==> config.mk <==
export PLATFORM = sky130hd
export DESIGN_NAME = gpio_regbank
export DESIGN_NICKNAME = d
export VERILOG_FILES = /design/src/rtl/gpio_pkg.sv /design/src/rtl/gpio_sync.sv /design/src/rtl/gpio_hold_timer.sv /design/src/rtl/gpio_regfile.sv /design/src/rtl/gpio_regbank.sv
export SDC_FILE = /design/constraint.sdc
export NUM_CORES = 1
export LEC_CHECK = 0
export BUFFER_PORTS_ARGS = -buffer_cell sky130_fd_sc_hd__clkbuf_2
export CORE_AREA = 2 2 110 112
export DETAILED_ROUTE_END_ITERATION = 7
export DIE_AREA = 0 0 112 114
export PLACE_DENSITY = 0.45
export REMOVE_ABC_BUFFERS = 1
export SLEW_MARGIN = 20
export SYNTH_ARGS = -nofsm -noshare
export SYNTH_HDL_FRONTEND = slang
export SYNTH_HIERARCHICAL = 1
export SYNTH_SLANG_ARGS = --single-unit
export TNS_END_PERCENT = 30
==> constraint.sdc <==
create_clock -name clk -period 1.8 [get_ports clk]
set_input_delay 0.54 -clock clk [delete_from_list [all_inputs] [get_ports clk]]
set_output_delay 0.54 -clock clk [all_outputs]
set_load 0.03 [all_outputs]
==> src/rtl/gpio_pkg.sv <==
package gpio_pkg;
   localparam int CMD_W = 3;

   typedef enum logic [CMD_W-1:0] {
      CMD_INPUT  = 3'd0,
      CMD_OUTPUT = 3'd1,
      CMD_INVERT = 3'd2,
      CMD_DIR    = 3'd3,
      CMD_AUX    = 3'd4
   } cmd_e;
endpackage

==> src/rtl/gpio_sync.sv <==
module gpio_sync #(
   parameter int W      = 8,
   parameter int STAGES = 2
) (
   input  logic         clk,
   input  logic         rst_n,
   input  logic [W-1:0] d,
   output logic [W-1:0] q
);
   generate
      if (STAGES < 2) begin : g_bad
         $error("gpio_sync: STAGES must be at least 2");
      end
   endgenerate

   logic [W-1:0] chain [STAGES];

   generate
      for (genvar s = 0; s < STAGES; s++) begin : g_stage
         if (s == 0) begin : g_first
            always_ff @(posedge clk or negedge rst_n) begin
               if (!rst_n) chain[0] <= '0;
               else        chain[0] <= d;
            end
         end else begin : g_next
            always_ff @(posedge clk or negedge rst_n) begin
               if (!rst_n) chain[s] <= '0;
               else        chain[s] <= chain[s-1];
            end
         end
      end
   endgenerate

   assign q = chain[STAGES-1];
endmodule

==> src/rtl/gpio_hold_timer.sv <==
module gpio_hold_timer #(
   parameter int HOLD_CYCLES = 32
) (
   input  logic clk,
   input  logic rst_n,
   input  logic req_n,
   output logic clr
);
   generate
      if (HOLD_CYCLES < 2) begin : g_bad
         $error("gpio_hold_timer: HOLD_CYCLES must be at least 2");
      end
   endgenerate

   localparam int CW = $clog2(HOLD_CYCLES + 1);
   localparam logic [CW-1:0] LAST = CW'(HOLD_CYCLES - 1);

   logic [CW-1:0] cnt;
   logic          fired;

   always_ff @(posedge clk or negedge rst_n) begin
      if (!rst_n) begin
         cnt   <= '0;
         fired <= 1'b0;
         clr   <= 1'b0;
      end else begin
         clr <= 1'b0;
         if (req_n) begin
            cnt   <= '0;
            fired <= 1'b0;
         end else if (!fired) begin
            if (cnt == LAST) begin
               clr   <= 1'b1;
               fired <= 1'b1;
               cnt   <= '0;
            end else begin
               cnt <= cnt + 1'b1;
            end
         end
      end
   end
endmodule

==> src/rtl/gpio_regfile.sv <==
module gpio_regfile
   import gpio_pkg::*;
#(
   parameter int          W           = 8,
   parameter logic [W-1:0] OUT_RESET  = '0,
   parameter logic [W-1:0] INV_RESET  = '0,
   parameter logic [W-1:0] DIR_RESET  = '1
) (
   input  logic             clk,
   input  logic             rst_n,
   input  logic             clr,
   input  logic [CMD_W-1:0] cmd,
   input  logic             wr_en,
   input  logic [W-1:0]     wr_data,
   input  logic             cmd_ack,
   input  logic [W-1:0]     aux_in,
   input  logic [W-1:0]     in_sync,
   output logic [W-1:0]     out_q,
   output logic [W-1:0]     inv_q,
   output logic [W-1:0]     dir_q,
   output logic [W-1:0]     aux_q,
   output logic [W-1:0]     rd_data
);
   logic wr_out, wr_inv, wr_dir, cap_aux;

   assign wr_out  = wr_en && (cmd == CMD_OUTPUT);
   assign wr_inv  = wr_en && (cmd == CMD_INVERT);
   assign wr_dir  = wr_en && (cmd == CMD_DIR);
   assign cap_aux = cmd_ack && (cmd == CMD_AUX);

   always_ff @(posedge clk or negedge rst_n) begin
      if (!rst_n) begin
         out_q <= OUT_RESET;
         inv_q <= INV_RESET;
         dir_q <= DIR_RESET;
         aux_q <= '0;
      end else if (clr) begin
         out_q <= OUT_RESET;
         inv_q <= INV_RESET;
         dir_q <= DIR_RESET;
         aux_q <= '0;
      end else begin
         if (wr_out)  out_q <= wr_data;
         if (wr_inv)  inv_q <= wr_data;
         if (wr_dir)  dir_q <= wr_data;
         if (cap_aux) aux_q <= aux_in;
      end
   end

   logic [W-1:0] in_view;
   assign in_view = in_sync ^ (inv_q & dir_q);

   always_comb begin
      case (cmd)
         CMD_INPUT:  rd_data = in_view;
         CMD_OUTPUT: rd_data = out_q;
         CMD_INVERT: rd_data = inv_q;
         CMD_DIR:    rd_data = dir_q;
         CMD_AUX:    rd_data = aux_q;
         default:    rd_data = '0;
      endcase
   end
endmodule

==> src/rtl/gpio_regbank.sv <==
module gpio_regbank
   import gpio_pkg::*;
#(
   parameter int W           = 8,
   parameter int SYNC_STAGES = 2,
   parameter int HOLD_CYCLES = 32
) (
   input  logic             clk,
   input  logic             rst_n,
   input  logic [CMD_W-1:0] cmd_code,
   input  logic             cmd_ack,
   input  logic             wr_en,
   input  logic [W-1:0]     wr_data,
   output logic [W-1:0]     rd_data,
   input  logic [W-1:0]     pin_in,
   output logic [W-1:0]     pin_out,
   output logic [W-1:0]     pin_oe,
   input  logic [W-1:0]     aux_in,
   input  logic             hold_rst_n
);
   generate
      if (W < 1 || W > 32) begin : g_bad_w
         $error("gpio_regbank: W out of range");
      end
   endgenerate

   logic         clr;
   logic [W-1:0] in_sync, out_q, inv_q, dir_q, aux_q;

   gpio_sync #(.W(W), .STAGES(SYNC_STAGES)) u_sync (
      .clk(clk), .rst_n(rst_n), .d(pin_in), .q(in_sync)
   );

   gpio_hold_timer #(.HOLD_CYCLES(HOLD_CYCLES)) u_hold (
      .clk(clk), .rst_n(rst_n), .req_n(hold_rst_n), .clr(clr)
   );

   gpio_regfile #(.W(W)) u_regs (
      .clk(clk), .rst_n(rst_n), .clr(clr), .cmd(cmd_code),
      .wr_en(wr_en), .wr_data(wr_data), .cmd_ack(cmd_ack),
      .aux_in(aux_in), .in_sync(in_sync),
      .out_q(out_q), .inv_q(inv_q), .dir_q(dir_q), .aux_q(aux_q),
      .rd_data(rd_data)
   );

   generate
      for (genvar n = 0; n < W; n++) begin : g_pin
         assign pin_oe[n]  = ~dir_q[n];
         assign pin_out[n] = dir_q[n] ? 1'b0 : out_q[n];
      end
   endgenerate
endmodule

======== After elaboration in Yosys (flattened, before gate mapping) ========
Cells that the tools add are included.
storage, ports and cells
  register bits ........................... 56
  bits of input ports ..................... 32
  output and inout port bits .............. 24
operators by class
  add/sub/neg operators ................... 1
  eq/ne operators ......................... 6
  muxes and demuxes ....................... 25
  bitwise operators ....................... 10
  reductions and logical operators ........ 9
operator list
  kind                                           number
  two-way mux 8 bit                              8
  case mux 8 bit (5 select lines)                1
  two-way mux 6 bit                              3
  two-way mux 1 bit                              13
  AND 8 bit                                      1
  NOT 1 bit                                      8
  nonzero test 2 bit                             4
  bitwise XOR 8 bit                              1
  adder 6 x 1 -> 6 bit, second input constant    1
  == test 3 x 2 -> 1 bit, second input constant  2
  == test 6 x 5 -> 1 bit, second input constant  1
  logical AND 1 bit                              4
  == test 3 x 1 -> 1 bit, second input constant  1
  == test 3 bit, second input constant           1
  logical NOT 3 bit                              1
  inequality test 2 bit, second input constant   1

======== Depth between registers and ports, before layout ========
Gate-level depths: netlist of the first run.
  word-level depth ........................ 4
  gate-level depth with buffers ........... 5

======== Modules after synthesis ========
Netlist of the first run, hierarchy kept.
modules (own cells, without submodules)
  module           times used  cells an instance  area each (µm²)  seq. area each (µm²)
  gpio_regfile     1           165                1784.2           810.8
  gpio_sync        1           24                 460.4            400.4
  gpio_hold_timer  1           37                 394.1            200.2
  gpio_regbank     1           16                 80.1             0.0

======== Worst setup path before layout of the first run ========
OpenSTA, ideal clock, no wires.
  path type ............................... input to output
  start point ............................. input port cmd_code[0]
  end point ............................... output port rd_data[0]
  arrival ................................. 1.592 ns
  data required time ...................... 1.260 ns
  setup slack ............................. -0.332 ns
  stages .................................. 4
  path through ............................ and2b_2 clkbuf_1 a22oi_1 o211ai_1
on the way
  longest elaborated chain between the ends .. 2
  elaborated cells between the ends (all ways) .. 6
RTL lines
  element                                RTL line            RTL
  from (decl)                            gpio_regbank.sv:10  input logic [CMD_W-1:0] cmd_code,
  == test 3 bit (tied with other cells)  gpio_regfile.sv:54  case (cmd)
  case mux 8 bit (5 select lines) *      gpio_regfile.sv:54
  to (decl)                              gpio_regbank.sv:14  output logic [W-1:0] rd_data,
Every way passes the cells marked *; elsewhere a longest branch is shown, timed or not.

======== Worst setup path after layout of the first run ========
  start point ............................. input port cmd_code[0]
  end point ............................... output port rd_data[5]
Same word-level chain as after synthesis.

==> results of run 1 <==
## where the power goes
group          total (mW)  switching [mW]  internal, mW
Clock                1.10           0.448         0.655
Combinational       0.840           0.489         0.350
Sequential           1.64           0.173          1.46
## state kept, by name, summed over array words and instances, names as in the netlist
name	count
u_regs/dir_q	8
u_regs/inv_q	8
u_regs/out_q	8
u_sync/chain	8
u_regs/aux_q	8
u_hold/clr	1
u_sync/q	8
u_hold/cnt	6
u_hold/fired	1
## cell families after synthesis
family                     share of synthesized area
xor gates and xnor gates                     0.00644
muxes                                         0.0920
and+or+nand+nor                                0.164
buffers and inverters                         0.0700
AOI/OAI and AO/OA                              0.144
adders and majority gates                    0.00460
DFF                                            0.519
## critical path: cells and delay by family
kind                   cells  cell delay (ns)
buffers and inverters      2             0.36
and+or+nand+nor            1             0.32
AOI/OAI and AO/OA          2             0.41
## synthesized netlist by cell type, drive strengths merged (2+ instances only)
cell / count / area [sq um]
and3b: 9 / 78.8
and4bb: 3 / 37.5
a21oi: 2 / 10.0
nor2b: 10 / 62.6
clkbuf: 6 / 26.3
nand3: 2 / 15.0
dfstp: 8 / 210
a22oi: 16 / 120
mux2i: 25 / 250
nand4b: 2 / 17.5
nor3: 3 / 15.0
and3: 8 / 57.6
buf: 16 / 126
a211o: 8 / 70.1
o21ai: 9 / 45.0
o211ai: 8 / 60.1
dfrtp: 48 / 1200
inv: 10 / 37.5
and2b: 2 / 17.5
a21boi: 8 / 60.1
nand2: 2 / 10.0
nor2: 27 / 101
## cell type report
class	instances	area [sq um]
fillers	1237	8120
flip-flops and latches	56	1410
multi-input cells	154	1170
repair buffers	82	622
well taps	147	184
clock buffers	5	125
clock inverters	3	42.5
inverters	10	37.5
## layer usage
layer  vias up  global-route usage  wire (um)
li1        991                   -          -
met1      1036               0.165       3570
met2        41               0.187       3320
met3         8              0.0287        293
met4         0              0.0366        114
met5         -                   0          0
## what timing repair did
item,CTS,global route
resized for setup,23,19
gates cloned,0,0
buffers inserted,2,2
setup endpoints to repair,8,8
pin swaps,9,9
## per-stage QoR
step                cells  setup TNS [ns]  setup WS, ns  cell area [sq um]  utilization
global placement      445           -3.84        -0.462               3270        0.279
floorplan             220           -1.20        -0.150               2570            -
detailed placement    445           -3.85        -0.461               3270        0.279
global route          457           -3.00        -0.398               3590        0.307
finish                457           -2.65        -0.376               3590        0.307
CTS                   455           -2.98        -0.411               3550        0.303
## path summary, 6_finish.rpt
check / slack, ns / end / depth (start not counted) / start
setup / recovery: -0.38 / rd_data[5] / 5 / cmd_code[0]
max in group asynchronous: 1.25 / u_regs/dir_q[0]$_DFFE_PN1P_ / 2 / rst_n
min in group clk: 0.35 / u_sync/q[0]$_DFF_PN0_ / 0 / u_sync/chain[8]$_DFF_PN0_
hold / removal: 0.24 / u_sync/chain[13]$_DFF_PN0_ / 2 / rst_n
setup reg to reg: 0.42 / u_hold/cnt[0]$_DFFE_PN0P_ / 4 / u_hold/cnt[0]$_DFFE_PN0P_
hold reg to reg: 0.35 / u_sync/q[0]$_DFF_PN0_ / 0 / u_sync/chain[8]$_DFF_PN0_
==> impl_metrics.toml, run 1 <==
[status]
status = "finished with violations"
violations = "setup timing"

[global_route]
antenna_found_initial = 0
grt_start_max_net_pins = 57
grt_first_pass_wirelength_um = 11800
grt_overflow = 0
track_usage = 0.120
grt_pass1_vias = 2121

[logic_synthesis]
seq_area_frac_synth = 0.519
synth_cells = 242
synth_cell_types = 40
async_flop_share = 1.00
ys_warn_count = 6
synthesis.area_sq_um = 2720
avgSynthCellArea_sq_um = 11.2
synth-edff-count = 0
ys_ff_latch = 56
ys.flop_type = "dfrtp_1"

[sta]
fin_skew_ns = 0.00744
final_max_slew_viol_count = 0
hold_violations = 0
fmaxAchievable_mhz = 459
finalCritPeriodShare = 1.21
whs_ns = 0.235
tightest_slew_ns = 0.374
setup_violations = 8
slew-limit-headroom = 0.751
rsz0062_at_grt = "yes"
min_period_ns = 2.18
worst_slack_ns = -0.376

[critical_path]
critical-path-slowest-cell = "and2b_4"
cp_max_fo = 6
crit_required_ns = 1.26
worstSetupPathType = "primary input to output port"
cpPeakStageDelay_ns = 0.32
startpoint_type = "primary input"
end_kind = "output port"
arrival_ns = 1.64
crit_chain = "clkbuf_16 > and2b_4 > a22oi_2 > o211ai_1 > buf_4"

[die]
row_count = 40
fp.dieH_um = 114
die-area_sq_um = 12800
die_w_um = 112
ios = 56
start_util = 0.232
fp.coreArea_sq_um = 11700

[finish]
antenna_cells = 0
final_common_cell = "dfrtp_1"
area_growth_pct = 32.2
final_cell_mix = "48 x dfrtp_1, 45 x clkbuf_2, 27 x nor2_1"
fin_nets = 342
final_layout_size_suffix_gt1_frac = 0.390

[hold_path]
hold_path_class = "primary input to asynchronous set/reset pin"

[cts]
cts_made_buffers = 5
clock_latency_ns = 0.29
cts_buffer_depth = 2
hold_buffers = 0
cts_tree = "built"
cts.htree.levels = 2
cts_root_buffer = "clkbuf_16"
path_clk_slew_ns = 0.07
clock_sinks = 56

[power_and_ir_drop]
ir_worst_vdd_mv = 0.516
p_leak_nw = 1.63
power_mw = 3.58
powerDensity_nw_per_um2 = 996

[drt]
viasPerCell = 4.54
drt_iter0_drc = 74
ant_nets = 0
wl_per_cell_um = 16.0
drc = 0
vias = 2076
totalWireLength_um = 7300
firstDrtPassIters = 4

[placement]
portBuffers = 55
place_congestion = 0.727
dp_hpwl_um = 5120

[flow_run]
maxCapViolations = 0
Note: power is estimated with default switching activity, not from simulation.
==> inputs of run 2 (changes only) <==
--- a/config.mk
+++ b/config.mk
@@ -11,6 +11,7 @@
 export DIE_AREA = 0 0 112 114
 export PLACE_DENSITY = 0.45
 export REMOVE_ABC_BUFFERS = 1
+export SKIP_LAST_GASP = 1
 export SLEW_MARGIN = 20
 export SYNTH_ARGS = -nofsm -noshare
 export SYNTH_HDL_FRONTEND = slang
==> impl_metrics.toml, run 2 (same netlist as run 1, synthesis figures left out) <==
[drt]
viasPerCell = 4.49
vias = 2045
drc = 0
firstDrtPassIters = 4
totalWireLength_um = 7260
drt_iter0_drc = 82
ant_nets = 0
wl_per_cell_um = 16.0

[status]
status = "finished with violations"
violations = "setup timing"

[power_and_ir_drop]
p_leak_nw = 1.62
powerDensity_nw_per_um2 = 1000
ir_worst_vdd_mv = 0.516

[die]
fp.coreArea_sq_um = 11700
die_w_um = 112
fp.dieH_um = 114
row_count = 40
die-area_sq_um = 12800
start_util = 0.232
ios = 56

[global_route]
grt_overflow = 0
track_usage = 0.119
grt_pass1_vias = 2114
antenna_found_initial = 0
grt_start_max_net_pins = 57
grt_first_pass_wirelength_um = 11800

[cts]
clock_latency_ns = 0.29
cts_buffer_depth = 2
clock_sinks = 56
hold_buffers = 0
cts_made_buffers = 5
path_clk_slew_ns = 0.07
cts.htree.levels = 2
cts_root_buffer = "clkbuf_16"
cts_tree = "built"

[sta]
fin_skew_ns = 0.00808
final_max_slew_viol_count = 0
rsz0062_at_grt = "yes"
finalCritPeriodShare = 1.21
fmaxAchievable_mhz = 460
tightest_slew_ns = 0.366
slew-limit-headroom = 0.756
min_period_ns = 2.17
hold_violations = 0
whs_ns = 0.238
setup_violations = 8
worst_slack_ns = -0.373

[placement]
pre_cts_slack_ns = -0.461
dp_hpwl_um = 5120
portBuffers = 55
place_congestion = 0.727

[critical_path]
rrSetupSlack_ns = 0.42
arrival_ns = 1.63
end_kind = "output port"
ff2ff_path_depth = 4
cp_max_fo = 6
crit_required_ns = 1.26
worstReg2RegStart = "u_hold/cnt[0]$_DFFE_PN0P_"
regToRegEndpoint = "u_hold/cnt[0]$_DFFE_PN0P_"
startpoint_type = "primary input"
worstSetupPathType = "primary input to output port"

[finish]
final_layout_size_suffix_gt1_frac = 0.380
area_growth_pct = 30.9
fin_nets = 340
fill_cells = 1232
final_common_cell = "dfrtp_1"
antenna_cells = 0
final_cell_mix = "48 x dfrtp_1, 45 x clkbuf_2, 27 x nor2_1"

[hold_path]
hold_path_class = "primary input to asynchronous set/reset pin"

[flow_run]
maxCapViolations = 0
[run 2: changes by cell type in the layout (fill, tap and decap cells not counted), sizes merged]
cell,previous run,this run
buf,36,33
clkbuf,51,52
[run 2: layer usage]
metal / vias to the layer above / global-route usage / share of wire
met5: - / 0 / 0
met4: 0 / 0.0374 / 0.016
met3: 8 / 0.0292 / 0.042
met2: 46 / 0.185 / 0.46
met1: 1003 / 0.166 / 0.48
li1: 988 / - / -
[run 2: critical path: stages]
cell,delay [ns]
clkbuf_8,0.12
buf_6,0.12
nor3b_4,0.22
buf_6,0.15
a22oi_2,0.07
o211ai_1,0.17
buf_4,0.23
[run 2: area by class of cell]
class,instances,area (sq um),share of cell area
Inverter,10,37.5,0.0105
Multi-Input combinational cell,154,1160,0.327
Timing Repair Buffer,80,597,0.168
Clock buffer,5,125,0.0351
Clock inverter,3,42.5,0.0120
Tap cell,147,184,0.0517
Sequential cell,56,1410,0.396
[run 2: repair_timing]
action | 4_1_cts | 5_1_grt
gates resized for setup | 13 | 25
pin swaps | 6 | 5
setup buffers | 2 | 0
endpoints found under the setup margin | 8 | 8
cloned | 0 | 0
[run 2: worst max-delay path by stage]
stage / start / to / slack (ns) / cells after the start
3_3_place_gp: cmd_code[0] / rd_data[3] / -0.46 / 6
3_5_place_dp: cmd_code[0] / rd_data[3] / -0.46 / 6
5_1_grt: cmd_code[1] / rd_data[5] / -0.42 / 7
6_report: cmd_code[1] / rd_data[5] / -0.37 / 7
2_1_floorplan: cmd_code[0] / rd_data[0] / -0.15 / 3
4_1_cts: cmd_code[0] / rd_data[2] / -0.41 / 6
[run 2: power breakdown]
group          total (mW)  leakage, nW  switching (mW)  internal (mW)
registers            1.63        0.668           0.170           1.46
clock network        1.10       0.0798           0.447          0.655
logic               0.828        0.869           0.486          0.341
total                3.56         1.62            1.10           2.46
[run 2: stage by stage]
step	cell area, sq um	util	std cells	power [mW]	setup TNS (ns)
after global placement	3270	0.279	445	2.44	-3.84
after CTS	3510	0.300	455	3.60	-3.15
after global routing	3560	0.304	455	3.78	-3.19
after floorplan	2570	-	220	2.10	-1.20
final	3560	0.304	455	3.56	-2.75
after detailed placement	3270	0.279	445	2.45	-3.85
